`src/rtl/frn_pkg.sv`:
```
package frn_pkg;
  // Index of the lowest set bit, 0 when none is set.
  function automatic int pick_lowest(input logic [63:0] vec);
    pick_lowest = 0;
    for (int i = 63; i >= 0; i--) begin
      if (vec[i]) pick_lowest = i;
    end
  endfunction
endpackage

```
`src/rtl/frn_map_table.sv`:
```
module frn_map_table #(
  parameter int ARCH_N = 16,
  parameter int PHYS_N = 32,
  localparam int AW = $clog2(ARCH_N),
  localparam int PW = $clog2(PHYS_N)
) (
  input  logic          clk,
  input  logic          rst_n,
  input  logic [AW-1:0] rd_a,
  input  logic [AW-1:0] rd_b,
  input  logic [AW-1:0] wr_arch,
  input  logic          wr_en,
  input  logic          wr_flag_en,
  input  logic [PW-1:0] wr_phys,
  output logic [PW-1:0] tag_a,
  output logic [PW-1:0] tag_b,
  output logic [PW-1:0] tag_flag,
  output logic [PW-1:0] tag_prev
);
  logic [PW-1:0] map_q [ARCH_N];
  logic [PW-1:0] flag_q;

  // Reads see the state before this cycle's write.
  assign tag_a    = map_q[rd_a];
  assign tag_b    = map_q[rd_b];
  assign tag_prev = map_q[wr_arch];
  assign tag_flag = flag_q;

  always_ff @(posedge clk) begin
    if (!rst_n) begin
      for (int i = 0; i < ARCH_N; i++) map_q[i] <= PW'(i);
      flag_q <= '0;
    end else begin
      if (wr_en) map_q[wr_arch] <= wr_phys;
      if (wr_en && wr_flag_en) flag_q <= wr_phys;
    end
  end

  assert_map_write_R2: assert property (@(posedge clk) disable iff (!rst_n)
    wr_en |=> map_q[$past(wr_arch)] == $past(wr_phys));

  assert_flag_entry_R5: assert property (@(posedge clk) disable iff (!rst_n)
    (wr_en && wr_flag_en) |=> flag_q == $past(wr_phys));
endmodule

```
`src/rtl/frn_free_pool.sv`:
```
module frn_free_pool
  import frn_pkg::*;
#(
  parameter int ARCH_N = 16,
  parameter int PHYS_N = 32,
  localparam int PW = $clog2(PHYS_N)
) (
  input  logic          clk,
  input  logic          rst_n,
  input  logic          alloc_en,
  input  logic          alloc_flag,
  input  logic          rel_en,
  input  logic [PW-1:0] rel_tag,
  input  logic          rel_flag_en,
  input  logic [PW-1:0] rel_flag_tag,
  output logic          any_free,
  output logic [PW-1:0] alloc_tag
);
  logic [PHYS_N-1:0] data_ref_q, flag_ref_q;
  logic [PHYS_N-1:0] data_ref_d, flag_ref_d;
  logic [PHYS_N-1:0] free_vec;

  assign free_vec  = ~(data_ref_q | flag_ref_q);
  assign any_free  = |free_vec;
  assign alloc_tag = PW'(pick_lowest(64'(free_vec)));

  always_comb begin
    data_ref_d = data_ref_q;
    flag_ref_d = flag_ref_q;
    if (rel_en)      data_ref_d[rel_tag]      = 1'b0;
    if (rel_flag_en) flag_ref_d[rel_flag_tag] = 1'b0;
    if (alloc_en) begin
      data_ref_d[alloc_tag] = 1'b1;
      if (alloc_flag) flag_ref_d[alloc_tag] = 1'b1;
    end
  end

  always_ff @(posedge clk) begin
    if (!rst_n) begin
      for (int i = 0; i < PHYS_N; i++) data_ref_q[i] <= (i < ARCH_N);
      flag_ref_q <= PHYS_N'(1);
    end else begin
      data_ref_q <= data_ref_d;
      flag_ref_q <= flag_ref_d;
    end
  end

  assert_alloc_taken_R4: assert property (@(posedge clk) disable iff (!rst_n)
    alloc_en |=> !free_vec[$past(alloc_tag)]);

  assert_flag_ref_holds_R6: assert property (@(posedge clk) disable iff (!rst_n)
    (rel_en && flag_ref_q[rel_tag] && !(rel_flag_en && rel_flag_tag == rel_tag))
    |=> !free_vec[$past(rel_tag)]);

  assert_last_ref_frees_R6: assert property (@(posedge clk) disable iff (!rst_n)
    (rel_en && data_ref_q[rel_tag] && !flag_ref_q[rel_tag])
    |=> free_vec[$past(rel_tag)]);
endmodule

```
`src/rtl/frn_status.sv`:
```
module frn_status #(
  parameter int PHYS_N = 32,
  localparam int PW = $clog2(PHYS_N)
) (
  input  logic          clk,
  input  logic          rst_n,
  input  logic          alloc_en,
  input  logic [PW-1:0] alloc_tag,
  input  logic          wb_valid,
  input  logic [PW-1:0] wb_tag,
  input  logic          wb_zero,
  input  logic [PW-1:0] look_a,
  input  logic [PW-1:0] look_b,
  input  logic [PW-1:0] look_f,
  output logic          rdy_a,
  output logic          rdy_b,
  output logic          rdy_f,
  output logic          zero_f
);
  logic [PHYS_N-1:0] valid_q;
  logic [PHYS_N-1:0] zext_q;
  logic              wb_hit_f;

  function automatic logic is_ready(input logic [PHYS_N-1:0] vld, input logic [PW-1:0] t,
                                    input logic wv, input logic [PW-1:0] wt);
    return vld[t] | (wv && wt == t);
  endfunction

  assign rdy_a    = is_ready(valid_q, look_a, wb_valid, wb_tag);
  assign rdy_b    = is_ready(valid_q, look_b, wb_valid, wb_tag);
  assign rdy_f    = is_ready(valid_q, look_f, wb_valid, wb_tag);
  assign wb_hit_f = wb_valid && wb_tag == look_f;
  assign zero_f   = wb_hit_f ? wb_zero : zext_q[look_f];

  always_ff @(posedge clk) begin
    if (!rst_n) begin
      valid_q <= '1;
      zext_q  <= '0;
    end else begin
      if (alloc_en) valid_q[alloc_tag] <= 1'b0;
      if (wb_valid) begin
        valid_q[wb_tag] <= 1'b1;
        zext_q[wb_tag]  <= wb_zero;
      end
    end
  end

  assert_wb_marks_R7: assert property (@(posedge clk) disable iff (!rst_n)
    wb_valid |=> (valid_q[$past(wb_tag)] && zext_q[$past(wb_tag)] == $past(wb_zero)));

  assert_alloc_pending_R8: assert property (@(posedge clk) disable iff (!rst_n)
    (alloc_en && !(wb_valid && wb_tag == alloc_tag)) |=> !valid_q[$past(alloc_tag)]);
endmodule

```
`src/rtl/flag_rename_unit.sv`:
```
module flag_rename_unit #(
  parameter int ARCH_N = 16,
  parameter int PHYS_N = 32,
  localparam int AW = $clog2(ARCH_N),
  localparam int PW = $clog2(PHYS_N)
) (
  input  logic          clk,
  input  logic          rst_n,
  input  logic          ren_valid,
  input  logic [AW-1:0] ren_src_a,
  input  logic [AW-1:0] ren_src_b,
  input  logic [AW-1:0] ren_dst,
  input  logic          ren_dst_we,
  input  logic          ren_flag_we,
  output logic          ren_ready,
  output logic [PW-1:0] ren_ptag_a,
  output logic [PW-1:0] ren_ptag_b,
  output logic [PW-1:0] ren_ptag_flag,
  output logic [PW-1:0] ren_ptag_dst,
  output logic [PW-1:0] ren_ptag_prev,
  output logic [PW-1:0] ren_ptag_prev_flag,
  output logic          ren_rdy_a,
  output logic          ren_rdy_b,
  output logic          ren_rdy_flag,
  output logic          ren_zero_flag,
  input  logic          wb_valid,
  input  logic [PW-1:0] wb_tag,
  input  logic          wb_zero,
  input  logic          rel_valid,
  input  logic [PW-1:0] rel_tag,
  input  logic          rel_flag_valid,
  input  logic [PW-1:0] rel_flag_tag
);
  logic          alloc_fire;
  logic          flag_fire;
  logic          pool_has_free;
  logic [PW-1:0] new_tag;

  assign ren_ready          = pool_has_free;
  assign alloc_fire         = ren_valid && pool_has_free && ren_dst_we;
  assign flag_fire          = alloc_fire && ren_flag_we;
  assign ren_ptag_dst       = new_tag;
  assign ren_ptag_prev_flag = ren_ptag_flag;

  frn_map_table #(.ARCH_N(ARCH_N), .PHYS_N(PHYS_N)) u_map (
    .clk(clk), .rst_n(rst_n),
    .rd_a(ren_src_a), .rd_b(ren_src_b), .wr_arch(ren_dst),
    .wr_en(alloc_fire), .wr_flag_en(flag_fire), .wr_phys(new_tag),
    .tag_a(ren_ptag_a), .tag_b(ren_ptag_b), .tag_flag(ren_ptag_flag),
    .tag_prev(ren_ptag_prev)
  );

  frn_free_pool #(.ARCH_N(ARCH_N), .PHYS_N(PHYS_N)) u_pool (
    .clk(clk), .rst_n(rst_n),
    .alloc_en(alloc_fire), .alloc_flag(flag_fire),
    .rel_en(rel_valid), .rel_tag(rel_tag),
    .rel_flag_en(rel_flag_valid), .rel_flag_tag(rel_flag_tag),
    .any_free(pool_has_free), .alloc_tag(new_tag)
  );

  frn_status #(.PHYS_N(PHYS_N)) u_stat (
    .clk(clk), .rst_n(rst_n),
    .alloc_en(alloc_fire), .alloc_tag(new_tag),
    .wb_valid(wb_valid), .wb_tag(wb_tag), .wb_zero(wb_zero),
    .look_a(ren_ptag_a), .look_b(ren_ptag_b), .look_f(ren_ptag_flag),
    .rdy_a(ren_rdy_a), .rdy_b(ren_rdy_b), .rdy_f(ren_rdy_flag),
    .zero_f(ren_zero_flag)
  );
endmodule

```
`config.mk`:
```
export PLATFORM = sky130hd
export DESIGN_NAME = flag_rename_unit
export DESIGN_NICKNAME = d
export VERILOG_FILES = /design/src/rtl/frn_pkg.sv /design/src/rtl/frn_map_table.sv /design/src/rtl/frn_free_pool.sv /design/src/rtl/frn_status.sv /design/src/rtl/flag_rename_unit.sv
export SDC_FILE = /design/constraint.sdc
export NUM_CORES = 1
export LEC_CHECK = 0
export ABC_AREA = 1
export BUFFER_PORTS_ARGS = -buffer_cell sky130_fd_sc_hd__buf_2
export CAP_MARGIN = 15
export CORE_AREA = 2 2 160 201
export DETAILED_ROUTE_END_ITERATION = 8
export DIE_AREA = 0 0 162 203
export PLACE_DENSITY = 0.65
export SETUP_SLACK_MARGIN = 0.1
export SLEW_MARGIN = 10
export SYNTH_ARGS = -nofsm -noshare
export SYNTH_HDL_FRONTEND = slang
export SYNTH_SLANG_ARGS = --single-unit
```
`constraint.sdc`:
```
create_clock -name clk -period 2.8 [get_ports clk]
set_input_delay 0.28 -clock clk [delete_from_list [all_inputs] [get_ports clk]]
set_output_delay 0.28 -clock clk [all_outputs]
set_load 0.01 [all_outputs]
```
Word-level counts from Yosys, hierarchy flattened
Memory sizes are Yosys's and may differ from the RTL's.
Cells that the tools add are included.
{ "totals": {"register_bits": 133, "mem_bits_rw": 80, "input_bits": 36, "output_inout_bits": 35, "word_cells": 112, "n_memories": 1} }
{ "op_classes": {"magnitude_cmp": 11, "n_eq_ne": 3, "mux": 65, "n_bitwise": 14, "n_reduce_logical": 13} }
{ "memory_table": {"columns": ["name", "depth", "word_bits", "rd", "rd_ports_with_merged_regs", "wr", "line", "source"], "rows": [
  ["u_map.map_q", 16, 5, 3, 0, 16, "frn_map_table.sv:20", "logic [PW-1:0] map_q [ARCH_N];"]
]} }
{ "ops": {"columns": ["op", "count"], "rows": [
  ["two-way mux 32 bit", 8],
  ["two-way mux 5 bit", 33],
  ["NOT 32 bit", 4],
  ["OR 32 bit", 4],
  ["AND 32 bit", 3],
  ["less-than comparator 5 x 6 -> 1 bit (second input constant)", 7],
  ["bitwise mux 32 bit", 1],
  ["OR reduction 32 bit", 1],
  ["binary-select mux 1 bit (select 5 bit)", 4],
  ["demux 1 bit (select 5 bit)", 4],
  [">= comparator 5 x 1 -> 1 bit (second input constant)", 4],
  ["== test 5 bit", 3],
  ["two-way mux 1 bit", 14],
  ["logical AND 1 bit", 11],
  ["OR reduction 5 bit", 1],
  ["two-way mux 4 bit", 1],
  ["OR 1 bit", 3]
]} }

Depth between registers and ports, before layout
Gate-level depths: netlist (run 1).
{ "logic_depth": {"word_depth": 44, "depth_mapped": 38, "mapped_depth_nobuf": 38} }

Cells and area by module
Synthesis (run 1) repeated with hierarchy kept, for this count alone.
{ "hier_totals": {"hier_cells": 2132, "area_unflattened_um2": 13554.2} }
{ "modules_own_cells": {"columns": ["module", "n_inst", "cells_per_inst", "area_per_inst_um2", "seq_area_each_um2"], "rows": [
  ["frn_map_table", 1, 918, 5886.9, 2502.4],
  ["frn_status", 1, 653, 4066.4, 1281.2],
  ["frn_free_pool", 1, 552, 3539.6, 1281.2],
  ["flag_rename_unit", 1, 9, 61.3, 0.0]
]} }

Worst setup path before layout (run 1)
No wires, ideal clock.
{ "synth_path": {"path_type": "input -> output", "from": "input port ren_src_a[0]", "to": "output port ren_rdy_a", "arrival_ns": 2.253, "required_ns": 2.520, "setup_slack_ns": 0.267, "stages": 11, "path_buffers": 3, "path_cell_list": "buf_2 > clkbuf_1 > o21ai_0 > a21oi_1 > o221ai_1 > nand2_1 > clkbuf_1 > a21oi_1 > o311ai_0 > nand3_1 > a32o_1"} }
{ "synth_via": {"elab_chain_cells": 4, "elab_cells_between_ends": 6, "classes_between": "eq/ne (1); mux (2); bitwise (1); reduce/logical (1); memory (1)"} }
{ "synth_lines": {"columns": ["item", "line", "source"], "rows": [
  ["start, declared", "flag_rename_unit.sv:10", "input logic [AW-1:0] ren_src_a,"],
  ["memory (16 x 5 bit) *", null, null],
  ["binary-select mux 1 bit (select 5 bit) / == test 5 bit (equally long branches)", "frn_status.sv:26", "return vld[t] | (wv && wt == t);"],
  ["two-way mux 1 bit (implied by the code) / logical AND 1 bit (equally long branches)", "frn_status.sv:26", null],
  ["OR 1 bit *", "frn_status.sv:26", null],
  ["end, declared", "flag_rename_unit.sv:22", "output logic ren_rdy_a,"]
]} }
Every way passes the cells marked *; elsewhere a longest branch is shown, timed or not. The select of a mux whose other input is x is not followed.

Worst setup path after layout (run 1)
{ "layout_path": {"from": "register u_pool.flag_ref_q[28]", "to": "output port ren_ptag_dst[0]"} }
{ "layout_via": {"elab_chain_cells": 31} }
{ "layout_lines": {"columns": ["item", "line", "source"], "rows": [
  ["start, declared", "frn_free_pool.sv:19", "logic [PHYS_N-1:0] data_ref_q, flag_ref_q;"],
  ["start signal, assigned", "frn_free_pool.sv:44", "flag_ref_q <= flag_ref_d;"],
  ["OR 32 bit", "frn_free_pool.sv:23", "assign free_vec = ~(data_ref_q | flag_ref_q);"],
  ["NOT 32 bit", "frn_free_pool.sv:23", null],
  ["two-way mux 5 bit (29 in series)", "frn_pkg.sv:6", "if (vec[i]) pick_lowest = i;"],
  ["end, declared", "flag_rename_unit.sv:19", "output logic [PW-1:0] ren_ptag_dst,"]
]} }
No other way between the ends.

==> metrics, run 1 <==
status finished, violations left; failing checks negative setup slack; GRT Total Usage 27.22%; number of vias per cell 5.804; ys flop type dfxtp_1; Worst Setup End Kind output port; asr flop ratio synth 0%; YS warnings 0; hold_sp rel_flag_tag[4]; drt first pass iters 6; DRT antenna net count 0; cells on worst reg2reg path 33; Area Overhead vs Synth 19.57%; first-pass GRT wire length 69610 um; clk slew on worst S/H paths 0.07 ns; FP Rows 72; P per Cell Area 550.9 nW/um^2; number of synthesized flops with an enable pin 80; pre-CTS WS 0.008440 ns; synthesized instance count 1736; Pwr Total 8.081 mW; final wirelength 45830 um; clock sinks 213; R2R setup slack -0.05 ns; clk_skew 0.02033 ns; fraction of layout cells with a size suffix above 1 15.40%; Critical-path top delay cell dfxtp_2; Cell variety after synth 44; GRT overflow 0; CTS Root Cell clkbuf_16; Final Cycle Share 112.2%; Longest Clk Path Bufs 3; slew margin rel. 34.47%; number of synthesized register bits 213; Slew @ Worst Pin 0.9829 ns; count of input and output buffers 70; GP Congestion 0.9583; Antenna Cells 0; drt wl/cell 20.41 um; antenna violations before repair 0; crit path max fanout 2; I/O pins 71; H-tree levels 1; CP Data Arrival Time 2.86 ns; Seq/Total Area, Yosys 41.29%; setup violators final 26; vias in the first global route 12435; Slew Viols, Final 0; reg-to-reg startpoint u_pool.flag_ref_q[28]$_SDFF_PN0_; final setup margin -0.3406 ns; final hold violation count 0; Crit path largest cell delay 0.31 ns; iteration-0 DRC count of the detailed router 1104; Die Wd 162 um; Initial Util 39.82%; RSZ-0062 raised after global routing true; Max Cap Viol 0; Req. time, crit path 2.52 ns; CTS tree built; Mean Syn Cell Area 7.067 sq um; die height 203 um; Synth Cell Area 12270 sq um; Residual DRC 0; worst skew pair latency 0.55 ns; Peak VDD IR 0.0004053 V; Hold Path End u_pool.flag_ref_q[15]$_SDFF_PN0_; Highest Clock Rate 318.4 MHz; dpl hpwl 33230 um; total CTS buffers 23; post-route minimum period 3.141 ns; crit path launch type flip-flop; Hold Path Depth 5; CORE AREA 30810 sq um; Mapped Nets 1772; Static Leak 5.875 nW; Nets 1857; Crit path top cell by count nand2_1; Setup CP Type flip-flop to output port; Crit. Startpoint u_pool.flag_ref_q[28]$_SDFF_PN0_; via count 13031; Worst Hold Class input port to flip-flop; die area 32890 sq um; largest net degree at the start of global routing 88; reg2reg end u_map.map_q[15][0]$_SDFFCE_PN1P_
## how the worst max path moves through the flow
stage                       to  slack (ns)  cells past startpoint
2_1_floorplan        ren_rdy_a        0.27                     11
3_3_place_gp         ren_rdy_a       -0.01                     15
3_5_place_dp         ren_rdy_a       0.008                     15
4_1_cts        ren_ptag_dst[0]       -0.36                     33
5_1_grt        ren_ptag_dst[0]       -0.61                     33
6_report       ren_ptag_dst[0]       -0.34                     33
## metal layers
metal | track usage, % | part of all wire (%)
met5 | 0 | 0
met3 | 2.737 | 5.8
met1 | 30.73 | 37
met2 | 49.45 | 51
met4 | 15.90 | 6.7
## cells by family after synthesis
kind of cell,after synthesis,synth area share (%)
AOI/OAI and AO/OA,520,24.02
xor gates and xnor gates,4,0.2855
buffers and inverters,298,9.709
DFF,213,41.28
and+or+nand+nor,701,24.70
## state kept, by name (all words and copies together), names as in the netlist
| register | cells |
|---|---|
| u_pool.data_ref_q | 32 |
| u_pool.flag_ref_q | 32 |
| u_map.tag_flag | 5 |
| u_stat.zext_q | 32 |
| u_stat.valid_q | 32 |
| u_map.map_q | 80 |
## cells in the mapped netlist, drive strengths merged (40+ instances only)
cell type  instances  area share (%)
inv              187             5.7
edfxtp            80              20
o211ai            50             3.1
a22oi             40             2.4
clkbuf            83             2.5
dfxtp            133              22
nand3             94             3.9
nand2            238             7.6
nand4             50             2.9
a21oi            172             7.1
nor2             287             8.9
o21ai            212             8.6
## power by group
part | internal, mW | switching (mW) | leakage, nW
Sequential | 3.26 | 0.0561 | 1.80
Combinational | 0.557 | 1.01 | 3.70
Clock | 1.87 | 1.32 | 0.381
## layout make-up
class                      count  area, sq um
clock inverter                15        167.7
tap                          407        509.2
timing repair buffer         164         1330
clock buffer                  27        620.6
fill                        3097        16140
inverter                     192        744.5
timing repair inverter         2        16.27
sequential                   213         5075
multi-input combinational   1225         6206
## critical path, delay by kind of cell (launching register included)
kind,cells,cell delay [ns]
and+or+nand+nor,30,1.74
DFF,1,0.31
buffers and inverters,3,0.24
## layout by cell type, fill, tap and decap left out, drive strengths merged, types with 3 or more instances in the layout
cell type	n
bufinv	3
a21boi	11
clkinvlp	7
dfxtp	133
inv	189
a22oi	40
o221ai	9
o211ai	50
clkinv	10
nand4	50
nand3	94
nor3	26
buf	161
nor2	287
edfxtp	80
clkbuf	29
nand2	238
o22ai	17
o21ai	212
a21oi	172
xor2	4
or4	5
## per-stage QoR
step	util, %	TNS [ns]	area (sq um)	std cells	hold slack, ns
after floorplan	-	0	12270	1736	0.4188
after global placement	43.32	-0.01039	13350	2184	0.4343
after detailed placement	43.32	0	13350	2184	0.4381
after CTS	46.67	-0.7951	14380	2238	0.1924
after global routing	47.61	-24.30	14670	2245	0.2360
final	47.61	-1.335	14670	2245	0.2112
## timing repair
item / CTS / global route
gates resized for setup: 46 / 80
pin swaps: 18 / 36
buffers inserted: 7 / 6
setup endpoints to repair: 40 / 193
hold buffers: 0 / 0
gates cloned: 5 / 2
Power figures use the tool's default switching activity.
==> run 2: changes to the inputs <==
Settings changed: CTS_BUF_LIST from default to sky130_fd_sc_hd__clkbuf_2.
==> metrics, run 2 (synthesis results as in run 1) <==
crit path launch type flip-flop; most frequent cells in the layout nor2_1 (257), nand2_1 (203), inv_1 (165); Req. time, crit path 2.52 ns (about the same); Area Overhead vs Synth 24.36%; GP Congestion 0.9583 (unchanged); setup violators final 58 (+120%); post-route minimum period 3.540 ns (+0.3993 ns); fraction of layout cells with a size suffix above 1 22.01% (+6.6 points); setup TNS -19.59 ns (-18.26 ns); Residual DRC 0 (unchanged); Slew Viols, Final 0 (unchanged); slew margin rel. 34.06% (-0.41 points); top sig layer met4; drt wl/cell 20.32 um (-0.45%); Critical-path top delay cell dfxtp_2; status finished, violations left; I/O pins 71 (unchanged); largest reg by FF count u_map.map_q; cells on worst reg2reg path 39 (+18%); largest net degree at the start of global routing 88 (unchanged); iteration-0 DRC count of the detailed router 1297 (+17%); Initial Util 39.82% (unchanged); CTS tree built; Max Cap Viol 0 (unchanged); Setup CP Type flip-flop to output port; DRT antenna net count 0 (unchanged); number of vias per cell 5.747 (-1.0%); switching portion of total power 34.22% (+4.7 points); Pwr Total 7.217 mW (-11%); most common cell after layout, fill and taps aside nor2_1; Crit path top cell by count nand2_1; max FFs per register 80 (unchanged); R2R setup slack -0.50 ns (-0.45 ns); Peak VDD IR 0.0002300 V (-43%); GRT overflow 0 (unchanged); Highest Clock Rate 282.5 MHz (-11%); GRT Total Usage 27.86% (+0.64 points); FP Rows 72 (unchanged); Gate power share 24.8% (+5.4 points); Nets 1938 (+4.4%); die area 32890 sq um (unchanged); vias in the first global route 12871 (+3.5%); crit path max fanout 2 (unchanged); Worst Hold Class input port to flip-flop; worst skew pair latency 0.94 ns (+0.39 ns); fin area 15260 sq um (+4.0%); count of input and output buffers 70 (unchanged); clk_skew 0.08207 ns (+0.06174 ns); first-pass GRT wire length 71120 um (+2.2%); Static Leak 6.121 nW (+4.2%); met3 routed WL 3109 um (+17%); CP Data Arrival Time 3.26 ns (+0.40 ns); reg2reg end u_map.map_q[7][0]$_SDFFCE_PN1P_; Worst Setup End Kind output port; sequential share of power 46.0% (+4.9 points); Crit path largest cell delay 0.33 ns (+0.02 ns); final wirelength 47710 um (+4.1%); H-tree levels 2 (+1); CORE AREA 30810 sq um (unchanged); die height 203 um (unchanged); final hold violation count 0 (unchanged); Crit. Startpoint u_pool.data_ref_q[28]$_SDFF_PN0_; Clock Power Share 29.2% (-10 points); clock sinks 213 (unchanged); CP endpoint ren_ptag_dst[0]; total CTS buffers 51 (+120%); clk slew on worst S/H paths 0.10 ns (+0.03 ns); Slew @ Worst Pin 0.9890 ns (+0.006151 ns); CTS Root Cell clkbuf_2; drt first pass iters 6 (unchanged); Final Cycle Share 126.4% (+14 points); Die Wd 162 um (unchanged); Int Power 4.747 mW (-17%); dpl hpwl 33230 um (unchanged); Routed met2 length 24080 um (+3.7%); met1 WL 17050 um (+1.1%); RSZ-0062 raised after global routing true; failing checks negative setup slack; P per Cell Area 473.0 nW/um^2 (-14%); final setup margin -0.7399 ns (-0.3993 ns); Psw 2.470 mW (+3.4%); Finished Core Util 49.52% (+1.9 points); via count 13493 (+3.5%); reg-to-reg startpoint u_pool.data_ref_q[28]$_SDFF_PN0_; dpl cell area 13350 sq um (unchanged); Hold Path Depth 5 (unchanged); Longest Clk Path Bufs 3 (unchanged); antenna violations before repair 1 (+1)
run 2: cell count changes in the layout (fill, tap and decap cells not counted), moves of 11 or more:
cell and change:
a21oi_1 -13, a21oi_2 +13, buf_6 +11, clkbuf_16 -23
clkbuf_2 +72, dlygate4sd3_1 +29, nand2_1 -22, nand2_2 +19
nor2_1 -11, o21ai_0 -15, o21ai_1 +15
run 2: critical path: cells and delay by family (launching register included):
| kind | cells | cell delay, ns |
|---|---|---|
| DFF | 1 | 0.33 |
| buffers and inverters | 3 | 0.24 |
| and+or+nand+nor | 30 | 1.75 |
run 2: layout make-up:
type                       count  area (sq um)
tap                          407         509.2
inverter                     192         747.0
clock inverter                19         111.4
sequential                   213          5082
timing repair inverter         4         28.78
clock buffer                  72         360.3
fill                        3093         15550
antenna                        1         2.502
multi-input combinational   1225          6497
timing repair buffer         215          1917
run 2: power groups by stage:
stage	clock network [mW]	logic (mW)	registers (mW)
final	2.11	1.79	3.32
after detailed placement	0	1.38	3.38
after global routing	2.30	1.91	3.32
after floorplan	0	0.844	3.36
after CTS	2.15	1.54	3.32
after global placement	0	1.37	3.38
run 2: worst min-delay path by stage:
stage,start,to,slack (ns)
2_1_floorplan,u_stat.valid_q[27]$_SDFF_PN1_,u_stat.valid_q[27]$_SDFF_PN1_,0.42
3_3_place_gp,u_stat.valid_q[27]$_SDFF_PN1_,u_stat.valid_q[27]$_SDFF_PN1_,0.43
3_5_place_dp,u_stat.valid_q[27]$_SDFF_PN1_,u_stat.valid_q[27]$_SDFF_PN1_,0.44
5_1_grt,rst_n,u_map.map_q[8][3]$_SDFFCE_PN1P_,0.002
4_1_cts,rst_n,u_pool.flag_ref_q[0]$_SDFF_PN1_,0.01
6_report,ren_dst_we,u_stat.valid_q[25]$_SDFF_PN1_,0.02
run 2: per-stage QoR:
stage | hold slack [ns] | setup WS (ns) | cells
2_1_floorplan | 0.4188 | 0.2671 | 1736
3_3_place_gp | 0.4343 | -0.01039 | 2184
3_5_place_dp | 0.4381 | 0.008440 | 2184
4_1_cts | 0.01384 | -0.7649 | 2324
5_1_grt | 0.001778 | -1.025 | 2348
6_report | 0.01654 | -0.7399 | 2348
run 2: per-layer routing:
metal  vias to the layer above  track usage (%)
met2                       676            50.18
met5                         -                0
met1                      6287            30.54
li1                       6324                -
met4                         0            18.11
met3                       206            3.636
run 2: repair_timing:
| item | in CTS | in global routing |
|---|---|---|
| setup endpoints to repair | 63 | 229 |
| endpoints found under the hold margin | 115 | 2 |
| buffers inserted | 14 | 19 |
| hold buffers | 27 | 2 |
| cloned | 8 | 3 |
| pin swaps | 32 | 46 |
| gates resized for setup | 97 | 155 |
==> run 3: changes to the inputs <==
Settings changed: ABC_AREA 1 to default, CORE_AREA 2 2 160 201 to 2 2 159 199, DIE_AREA 0 0 162 203 to 0 0 161 201.
==> metrics, run 3 <==
Commonest cells post-synth nand2_1 (165), nor2_1 (135), dfxtp_1 (133); number of synthesized register bits 213 (unchanged); dpl cell area 13550 sq um (+1.5%); die height 201 um (-0.99%); Crit path largest cell delay 0.48 ns (+0.15 ns); CORE AREA 30630 sq um (-0.58%); Worst Setup End Kind output port; CTS Root Cell clkbuf_2; Highest Clock Rate 266.2 MHz (-5.8%); Mean Syn Cell Area 9.876 sq um (+40%); GP Congestion 0.9411 (-1.8%); ys flop type dfxtp_1; antenna violations before repair 1 (unchanged); status finished, violations left; final setup margin -0.9562 ns (-0.2163 ns); most frequent cell after synthesis nand2_1; crit path max fanout 11 (+9); dpl hpwl 29370 um (-12%); post-synth top area cell dfxtp_1; slew margin rel. 42.03% (+8.0 points); most frequent cells in the layout nand2_1 (157), buf_4 (140), nor2_1 (131); Slew @ Worst Pin 0.8677 ns (-0.1214 ns); Worst Hold Class input port to flip-flop; most common cell after layout, fill and taps aside nand2_1; count of input and output buffers 70 (unchanged); Setup CP Type flip-flop to output port; Residual DRC 0 (unchanged); top cells by area, synth dfxtp_1 (22%), edfxtp_1 (20%), mux4_2 (16%); Nets 1483 (-23%); clk_skew 0.06022 ns (-0.02185 ns); crit path launch type flip-flop; die area 32360 sq um (-1.6%); drt first pass iters 5 (-1); H-tree levels 2 (unchanged); clk slew on worst S/H paths 0.13 ns (+0.03 ns); total CTS buffers 50 (-2.0%); YS warnings 0 (unchanged); iteration-0 DRC count of the detailed router 1263 (-2.6%); placed cell count 1734 (-21%); Psw 2.121 mW (-14%); fraction of layout cells with a size suffix above 1 38.10% (+16 points); FP Rows 72 (unchanged); via count 11458 (-15%); final wirelength 41390 um (-13%); I/O pins 71 (unchanged); fin area 15440 sq um (+1.2%); worst skew pair latency 0.85 ns (-0.09 ns); Crit path top cell by count mux4_2; post-route minimum period 3.756 ns (+0.2163 ns); Initial Util 39.27% (-0.55 points); asr flop ratio synth 0% (unchanged); sequential share of power 49.2% (+3.2 points); Clock Power Share 28.8% (-0.4 points); switching portion of total power 31.60% (-2.6 points); Synth Cell Area 12030 sq um (-1.9%); Int Power 4.591 mW (-3.3%); DRT antenna net count 0 (unchanged); largest reg by FF count u_map.map_q; number of synthesized flops with an enable pin 80 (unchanged); final hold violation count 0 (unchanged); Static Leak 5.584 nW (-8.8%); max FFs per register 80 (unchanged); Mapped Nets 1254 (-29%); number of vias per cell 6.059 (+5.4%); largest net degree at the start of global routing 43 (-51%); CTS tree built; clock sinks 213 (unchanged); crit path cell chain mux4_2 > mux2_4 > o21ai_4 > inv_4 > a211oi_2 > a21oi_1 > mux4_2 > mux2i_2 > nand2_1 > buf_2; Gate power share 21.9% (-2.9 points); Area Overhead vs Synth 28.32%; drt wl/cell 21.89 um (+7.7%); Final Cycle Share 134.1% (+7.7 points); Synth top area share 22.13% (+0.43 points); Finished Core Util 50.40% (+0.88 points); Die Wd 161 um (-0.62%); vias in the first global route 11255 (-13%); failing checks negative setup slack; setup violators final 16 (-72%); Min Hold Slack 0.06968 ns (+0.05314 ns); CP Data Arrival Time 3.48 ns (+0.22 ns); GRT Total Usage 25.13% (-2.7 points); GRT overflow 0 (unchanged); pre-CTS WS -0.3348 ns (-0.3432 ns); Peak VDD IR 0.0001775 V (-23%); Longest Clk Path Bufs 3 (unchanged); RSZ-0062 raised after global routing true; Slew Viols, Final 0 (unchanged); synthesized instance count 1218 (-30%); Max Cap Viol 0 (unchanged); Layout Cells excl Fill 1891 (-19%); P per Cell Area 434.8 nW/um^2 (-8.1%); Req. time, crit path 2.52 ns (about the same); Cell variety after synth 65 (+48%); Critical-path top delay cell mux4_2; Seq/Total Area, Yosys 42.11% (+0.82 points); first-pass GRT wire length 63230 um (-11%)
## run 3: final timing paths
kind                                     from                         endpoint  slack, ns  cells after the start
max reg2reg  u_pool.flag_ref_q[28]$_SDFF_PN0_    u_stat.valid_q[23]$_SDFF_PN1_       0.07                     11
min reg2reg    u_stat.zext_q[11]$_SDFFE_PN0P_   u_stat.zext_q[11]$_SDFFE_PN0P_       0.46                      2
min                           rel_flag_tag[1]  u_pool.flag_ref_q[0]$_SDFF_PN1_       0.07                      4
max           u_map.map_q[9][1]$_SDFFCE_PN0P_                        ren_rdy_b      -0.96                     10
## run 3: logic make-up (layout without fill, tap and decap cells)
group / after synthesis / in the layout / share of synthesized area, %
buffers and inverters: 103 / 368 / 3.661
XOR/XNOR: 18 / 18 / 1.311
other: 0 / 1 / 0
AO/OA/AOI/OAI: 321 / 321 / 16.55
multiplexers: 119 / 119 / 19.65
flip-flops: 213 / 213 / 42.11
AND/OR/NAND/NOR: 444 / 444 / 16.73
## run 3: timing repair
item                       in CTS  in global routing
pin swaps                      32                 22
hold buffers                   17                  0
hold endpoints to repair       75                  0
setup endpoints to repair      30                 62
setup buffers                  40                 17
gates resized for setup       163                 67
gates cloned                    3                  0
## run 3: cell type report
| type | count | area [sq um] |
|---|---|---|
| Multi-Input combinational cell | 902 | 7086 |
| Antenna cell | 1 | 2.502 |
| Sequential cell | 213 | 5145 |
| Fill cell | 2766 | 15190 |
| Tap cell | 407 | 509.2 |
| Inverter | 20 | 87.58 |
| Clock inverter | 19 | 77.57 |
| Timing Repair Buffer | 260 | 2183 |
| Clock buffer | 69 | 345.3 |
## run 3: metrics by stage
stage / power (mW) / setup TNS (ns)
global route: 6.985 / -5.576
detailed placement: 4.562 / -0.5363
global placement: 4.549 / -0.4125
floorplan: 4.085 / 0
CTS: 6.675 / -4.317
finish: 6.712 / -3.599
## run 3: worst max-delay path, delay by kind of cell (launching register included)
family / cells / cell delay (ns)
simple gates: 1 / 0.06
compound gates: 3 / 0.47
flops: 1 / 0.46
buf+inv: 2 / 0.24
mux: 4 / 1.41
## run 3: power by group through the flow
stage / sequential, mW / combinational, mW / clock (mW)
floorplan: 3.35 / 0.733 / 0
global route: 3.31 / 1.56 / 2.12
CTS: 3.30 / 1.41 / 1.96
detailed placement: 3.37 / 1.19 / 0
global placement: 3.37 / 1.18 / 0
finish: 3.30 / 1.47 / 1.94
## run 3: routing by layer
layer / wire (um) / global-route usage (%) / up-vias
met1: 15520 / 30.59 / 5608
li1: - / - / 5107
met3: 3413 / 4.587 / 125
met5: 0 / 0 / -
met2: 20640 / 43.16 / 618
met4: 1819 / 11.58 / 0
